<file path="config.mk">
export PLATFORM = sky130hd
export DESIGN_NAME = ser_loop_tx
export DESIGN_NICKNAME = d
export VERILOG_FILES = /design/src/rtl/ser_pkg.sv /design/src/rtl/ser_byte_timer.sv /design/src/rtl/ser_word_latch.sv /design/src/rtl/ser_shift_core.sv /design/src/rtl/ser_path_sel.sv /design/src/rtl/ser_loop_tx.sv
export SDC_FILE = /design/constraint.sdc
export NUM_CORES = 1
export LEC_CHECK = 0
export BUFFER_PORTS_ARGS = -buffer_cell sky130_fd_sc_hd__buf_2
export CAP_MARGIN = 20
export CORE_MARGIN = 2
export CORE_UTILIZATION = 40
export CTS_CLUSTER_SIZE = 40
export DETAILED_ROUTE_END_ITERATION = 10
export PLACE_DENSITY = 0.67
export SYNTH_ARGS = -nofsm -noshare
export SYNTH_HDL_FRONTEND = slang
export SYNTH_SLANG_ARGS = --single-unit
</file>
<file path="constraint.sdc">
create_clock -name clk -period 1.57 [get_ports clk]
set_clock_uncertainty 0.15 [all_clocks]
set_input_delay 0.157 -clock clk [delete_from_list [all_inputs] [get_ports clk]]
set_output_delay 0.157 -clock clk [all_outputs]
set_load 0.005 [all_outputs]
</file>
<file path="src/rtl/ser_pkg.sv">
package ser_pkg;
  // Default geometry: ten bits per code word, four bit clocks of latency.
  localparam int unsigned SER_WORD_W = 10;
  localparam int unsigned SER_LAT    = 4;
endpackage

</file>
<file path="src/rtl/ser_byte_timer.sv">
module ser_byte_timer #(
  parameter int unsigned W = ser_pkg::SER_WORD_W
) (
  input  logic clk,
  input  logic rst,
  output logic stb_o
);
  localparam int unsigned CW = (W > 1) ? $clog2(W) : 1;
  localparam logic [CW-1:0] LAST = CW'(W - 1);

  logic [CW-1:0] cnt_q;
  logic          stb_q;

  always_ff @(posedge clk) begin
    if (rst) begin
      cnt_q <= '0;
      stb_q <= 1'b0;
    end else begin
      cnt_q <= (cnt_q == LAST) ? '0 : cnt_q + 1'b1;
      stb_q <= (cnt_q == LAST);
    end
  end

  assign stb_o = stb_q;

  // the strobe never lasts two cycles
  a_r2_one_wide: assert property (@(posedge clk) disable iff (rst)
    stb_q |=> !stb_q);
endmodule

</file>
<file path="src/rtl/ser_word_latch.sv">
module ser_word_latch #(
  parameter int unsigned W = ser_pkg::SER_WORD_W
) (
  input  logic         clk,
  input  logic         rst,
  input  logic         cap_i,
  input  logic [W-1:0] d_i,
  output logic [W-1:0] q_o
);
  logic [W-1:0] word_q;

  always_ff @(posedge clk) begin
    if (rst)        word_q <= '0;
    else if (cap_i) word_q <= d_i;
  end

  assign q_o = word_q;

  a_r1_capture: assert property (@(posedge clk) disable iff (rst)
    cap_i |=> (q_o == $past(d_i)));
  a_r10_hold: assert property (@(posedge clk) disable iff (rst)
    !cap_i |=> $stable(q_o));
endmodule

</file>
<file path="src/rtl/ser_shift_core.sv">
module ser_shift_core #(
  parameter int unsigned W   = ser_pkg::SER_WORD_W,
  parameter int unsigned LAT = ser_pkg::SER_LAT
) (
  input  logic         clk,
  input  logic         rst,
  input  logic         cap_i,
  input  logic [W-1:0] word_i,
  output logic         bit_o
);
  // The output register adds one stage, so the load trails the capture by LAT-1.
  localparam int unsigned DLY = LAT - 1;

  logic [DLY-1:0] dl_q;
  logic           load;
  logic [W-1:0]   sh_q;

  generate
    if (DLY == 1) begin : g_dly_one
      always_ff @(posedge clk) begin
        if (rst) dl_q <= '0;
        else     dl_q <= cap_i;
      end
    end else begin : g_dly_chain
      always_ff @(posedge clk) begin
        if (rst) dl_q <= '0;
        else     dl_q <= {dl_q[DLY-2:0], cap_i};
      end
    end
  endgenerate

  assign load = dl_q[DLY-1];

  // Idle value is 1: ones are shifted in behind the word.
  always_ff @(posedge clk) begin
    if (rst)       sh_q <= '1;
    else if (load) sh_q <= word_i;
    else           sh_q <= {1'b1, sh_q[W-1:1]};
  end

  assign bit_o = sh_q[0];

  a_r4_load_align: assert property (@(posedge clk) disable iff (rst)
    $past(cap_i, DLY) |-> load);
  a_r3_lsb_first: assert property (@(posedge clk) disable iff (rst)
    load |=> (bit_o == $past(word_i[0])));
  a_r5_load_once: assert property (@(posedge clk) disable iff (rst)
    load |=> !load);
endmodule

</file>
<file path="src/rtl/ser_path_sel.sv">
module ser_path_sel (
  input  logic clk,
  input  logic rst,
  input  logic loop_en,
  input  logic bit_i,
  output logic ext_o,
  output logic lb_o
);
  logic ext_q;
  logic lb_q;

  always_ff @(posedge clk) begin
    if (rst) begin
      ext_q <= 1'b1;
      lb_q  <= 1'b1;
    end else begin
      ext_q <= loop_en ? 1'b1  : bit_i;
      lb_q  <= loop_en ? bit_i : 1'b1;
    end
  end

  assign ext_o = ext_q;
  assign lb_o  = lb_q;

  a_r7_ext_parked: assert property (@(posedge clk) disable iff (rst)
    loop_en |=> ext_o);
  a_r6_loop_idle: assert property (@(posedge clk) disable iff (rst)
    !loop_en |=> lb_o);
  a_r8_loop_follow: assert property (@(posedge clk) disable iff (rst)
    loop_en |=> (lb_o == $past(bit_i)));
endmodule

</file>
<file path="src/rtl/ser_loop_tx.sv">
module ser_loop_tx #(
  parameter int unsigned W   = ser_pkg::SER_WORD_W,
  parameter int unsigned LAT = ser_pkg::SER_LAT
) (
  input  logic         clk,
  input  logic         rst,
  input  logic [W-1:0] par_in,
  input  logic         loop_en,
  output logic         byte_stb,
  output logic         ser_out,
  output logic         loop_out
);
  logic         stb;
  logic [W-1:0] word;
  logic         sbit;

  ser_byte_timer #(.W(W)) u_timer (
    .clk(clk), .rst(rst), .stb_o(stb)
  );

  ser_word_latch #(.W(W)) u_latch (
    .clk(clk), .rst(rst), .cap_i(stb), .d_i(par_in), .q_o(word)
  );

  ser_shift_core #(.W(W), .LAT(LAT)) u_shift (
    .clk(clk), .rst(rst), .cap_i(stb), .word_i(word), .bit_o(sbit)
  );

  ser_path_sel u_sel (
    .clk(clk), .rst(rst), .loop_en(loop_en), .bit_i(sbit),
    .ext_o(ser_out), .lb_o(loop_out)
  );

  assign byte_stb = stb;

  a_r9_reset_idle: assert property (@(posedge clk)
    rst |=> (ser_out && loop_out && !byte_stb));
endmodule

</file>
* Word level (Yosys, flattened, before mapping)
Cells that the tools add are included.
** Cells by class
- Multiplexer cells :: 1
- Reductions and logical operators :: 4
- Shift operators :: 0
- Bitwise operators :: 2
- $lt $le $gt $ge :: 0
- $add $sub $neg :: 1
- Eq/ne operators :: 1
- Div/mod/pow operators :: 0
- Multipliers :: 0
** Operators with widths (number)
- 9-bit 2-to-1 mux :: 1
- 2-bit OR reduction :: 4
- 4-bit by 1-bit adder with 4-bit output (second input constant) :: 1
- 4-bit == test (second input constant) :: 1
- 1-bit inverter :: 2
** Word-level totals
- ROM bits :: 0
- Input port bits :: 13
- Memories :: 0
- Memory bits (writable) :: 0
- Output and inout port bits :: 3
- Bits in latches :: 0
- Register bits after elaboration :: 30

* Logic depth before layout (Yosys ltp)
- Word-level depth :: 2
- Mapped depth :: 5

* Cells and area by module
Synthesis repeated with hierarchy kept, for this count alone.
** Unflattened totals
- Cells, all modules :: 96
- Area total of the unflattened synthesis :: 1066.0 um2
** By module, submodules not included
- ser_shift_core :: area an instance 452.9 um2, cells an instance 39, instances 1, sequential area each 260.2 um2
- ser_word_latch :: area an instance 352.8 um2, cells an instance 32, instances 1, sequential area each 200.2 um2
- ser_byte_timer :: area an instance 205.2 um2, cells an instance 21, instances 1, sequential area each 100.1 um2
- ser_path_sel :: area an instance 55.1 um2, cells an instance 4, instances 1, sequential area each 40.0 um2

* Worst setup path before layout
OpenSTA, ideal clock, no wires.
- Path type :: reg-to-reg
- From :: register u_timer.cnt_q[1]
- To :: register u_timer.cnt_q[3]
- Cell stages (with the launch flop) :: 5
- Clock period less this slack :: 1.239 ns
- Required time :: 1.346 ns
- Slack :: 0.331 ns
- Buffers on the path :: 0
- Arrival :: 1.015 ns
- Cells stage by stage :: dfxtp_1 > inv_1 > ha_1 > or3b_1 > a31oi_1
** On the way
- Word-level cells in the longest chain between the ends :: 2
- Elaborated cells on any way between the ends :: 3
- Those cells by class :: add/sub: 1; eq/ne: 1; reduce/logical: 1
** Ends and longest elaborated chain
- start, declared :: RTL line ser_byte_timer.sv:11 : logic [CW-1:0] cnt_q;
- start signal, assigned :: RTL line ser_byte_timer.sv:19 : cnt_q <= (cnt_q == LAST) ? '0 : cnt_q + 1'b1;
- branches (longest 2 deep; another with 4-bit by 1-bit adder with 4-bit output)
Parallel ways; which one is timed is not known.
A chain may end at the register's enable or synchronous reset.

* Final worst setup path
- From :: register u_shift.dl_q[2]
- To :: register u_shift.sh_q[8]
** On the way
- Word-level cells in the longest chain between the ends :: 1
** Ends and longest elaborated chain
- start, declared :: RTL line ser_shift_core.sv:14 : logic [DLY-1:0] dl_q;
- start signal, assigned :: RTL line ser_shift_core.sv:27 : else dl_q <= {dl_q[DLY-2:0], cap_i};
- 9-bit 2-to-1 mux :: RTL line ser_shift_core.sv:37 : else if (load) sh_q <= word_i;
- end signal, assigned :: RTL line ser_shift_core.sv:37
- end signal, assigned :: RTL line ser_shift_core.sv:38 : else sh_q <= {1'b1, sh_q[W-1:1]};
- end, declared :: RTL line ser_shift_core.sv:16 : logic [W-1:0] sh_q;
No other way between the ends.

==> reports/results.ini <==
[cts]
numCtsBuffers=5
holdBufCountCts=11
post_cts_buffers=0
cts-root-buf=clkbuf_4
htree_num_levels=2
cts_resized=0
clk_path_buf_depth=2
numClockSinks=30
cts_tree=built
clk_pin_slew_ns=0.09
clk_latency_ns=0.31

[finish]
utilization_pct=53.8
final_cells=157
fillers=240
syn_to_final_growth_pct=24.9
final_area_sq_mm=0.00137
drive_above_1_share_pct=32.3
multi_input_area_sq_um=448
diodes=0
final-seq-area_sq_um=601
nets=141

[drt]
drc_errors=0
first_pass_iters=4
drtAntennaViolNets=0
wl_met1_um=756
detail_route.wl_per_cell_um=10.4
wl_met2_um=784
viasPerCell=4.73
vias=743
wl_met3_um=79
drt-total-wl_um=1640
top_layer=met4
drt_iter0_drc=6

[floorplanning]
rows=18
ios=16
die_h_um=56.3
fp.coreArea_sq_mm=0.00254
die_w_um=56.3
initial_core_util_pct=43.1
dieArea_sq_mm=0.00317

[timing]
min_period_over_period_pct=87.4
finalSetupTns_ns=0
worst_slew_pin_slew_ns=0.500
slew_violations=0
setup_violations=0
fin_crit_ns=1.37
rsz0062_at_grt=false
clock.fmax_mhz=728
hold_violations=0
slew_headroom_pct=66.7

[synth]
yosys_warnings=0
yosys_register_bits=30
ys_seq_area_share_pct=54.8
yosys-top-cells-area=dfxtp_1 (55%), mux2i_1 (9.1%), a211o_2 (8.2%)
synth_top_area_share_pct=54.8
synth_nets=112
synth_top_cell_by_area=dfxtp_1
synthCells=97
ys_types=23
avgSynthCellArea_sq_um=11.3
synthesis.area_sq_mm=0.00110

[grt]
antenna_found_initial=0
grt_pass1_wl_um=2950
grtUsageTotal_pct=12.3
grt_max_degree=31
overflow=0
grt_pass1_vias=703

[setup_path]
worstPathArrival_ns=1.42
crit_required_ns=1.62
worstSetupEndpointType=register
startpoint_type=register
worst-path-max-fanout=16
worstSetupPathType=register to register

[run_status]
status=finished clean

[worst_hold_path]
hold_class=input port to register

[placed_design]
dp_cells=138
place_area_sq_mm=0.00118
globalplace.congestion=0.682
hpwl_um=1060
io_buffers=15

[power_and_ir_drop]
p_leak_nw=0.511
ir_worst_vdd_mv=0.697
power_density_mw_per_mm2=1010

[job]
cap_violations=0

-- state kept, by name, indices dropped and copies added, names as in the netlist --
name / flops
u_timer.stb_o: 1
u_shift.sh_q: 10
u_shift.dl_q: 3
u_timer.cnt_q: 4
u_sel.lb_o: 1
u_sel.ext_o: 1
u_latch.q_o: 10
-- logic make-up after synthesis --
group | synth area share, %
muxes | 9.13
adders and majority gates | 2.28
buffers and inverters | 4.34
DFF | 54.8
and+or+nand+nor | 20.2
AOI/OAI and AO/OA | 9.25
-- per-layer routing --
metal	track usage (%)	vias up
li1	-	387
met1	13.6	340
met2	19.8	14
met3	6.22	2
met4	5.10	0
met5	0	-
-- layout make-up --
class                      instances  share of cell area (%)
tap                               30                    2.74
sequential                        30                    43.9
inverter                           1                   0.274
clock buffer                       8                    5.76
timing repair buffer              28                    14.6
multi-input combinational         60                    32.7
-- worst max-delay path, cell delays in order (launching register included) --
cell and delay, ns:
dfxtp_1 0.59, and2b_2 0.27, a211o_2 0.26
-- synthesized netlist by cell type --
library cell  count
a211o_2           9
or3_1             1
nand4b_1          1
nor3_1            2
nor2_1           11
a21oi_1           1
clkbuf_1          1
and2b_2           7
inv_1             1
mux2i_1          10
a31oi_1           1
nor2b_1           6
nand3b_1          1
or3b_1            2
buf_2             2
buf_4             1
nand2b_1          1
ha_1              2
dfxtp_1          30
nand2_1           3
and3b_1           1
buf_6             2
nand3_1           1
-- placed cells by master, fill, tap and decap left out, drive strengths merged, types with 2 or more instances in the layout --
| master | Yosys | final |
|---|---|---|
| or3b | 2 | 2 |
| buf | 5 | 17 |
| a211o | 9 | 9 |
| ha | 2 | 2 |
| mux2i | 10 | 10 |
| nand2 | 3 | 3 |
| dfxtp | 30 | 30 |
| nor3 | 2 | 2 |
| clkbuf | 1 | 8 |
| nor2b | 6 | 6 |
| and2b | 7 | 7 |
| nor2 | 11 | 11 |
| dlygate4sd3 | 0 | 11 |
-- power breakdown --
part	switching (mW)	internal, mW
Sequential	0.00743	0.767
Combinational	0.0244	0.0370
Clock	0.234	0.306
Total	0.266	1.11
-- worst paths after layout --
kind / startpoint / end / cells past startpoint / slack, ns
worst max-delay path: u_shift.dl_q[2] / u_shift.sh_q[8] / 2 / 0.20
worst min-delay path: rst / u_latch.q_o[0] / 2 / 0.14
worst max register to register: u_shift.dl_q[2] / u_shift.sh_q[8] / 2 / 0.20
worst min register to register: u_shift.sh_q[0] / u_sel.lb_o / 2 / 0.29
-- metrics by stage --
| step | total power, mW | setup WS [ns] | hold slack [ns] |
|---|---|---|---|
| 2_1_floorplan | 0.815 | 0.331 | 0.0689 |
| 3_3_place_gp | 0.832 | 0.235 | 0.185 |
| 3_5_place_dp | 0.834 | 0.176 | 0.194 |
| 4_1_cts | 1.40 | 0.161 | 0.132 |
| 5_1_grt | 1.46 | 0.0870 | 0.151 |
| 6_report | 1.38 | 0.197 | 0.139 |
No activity file was read; power rests on OpenSTA's default activity.
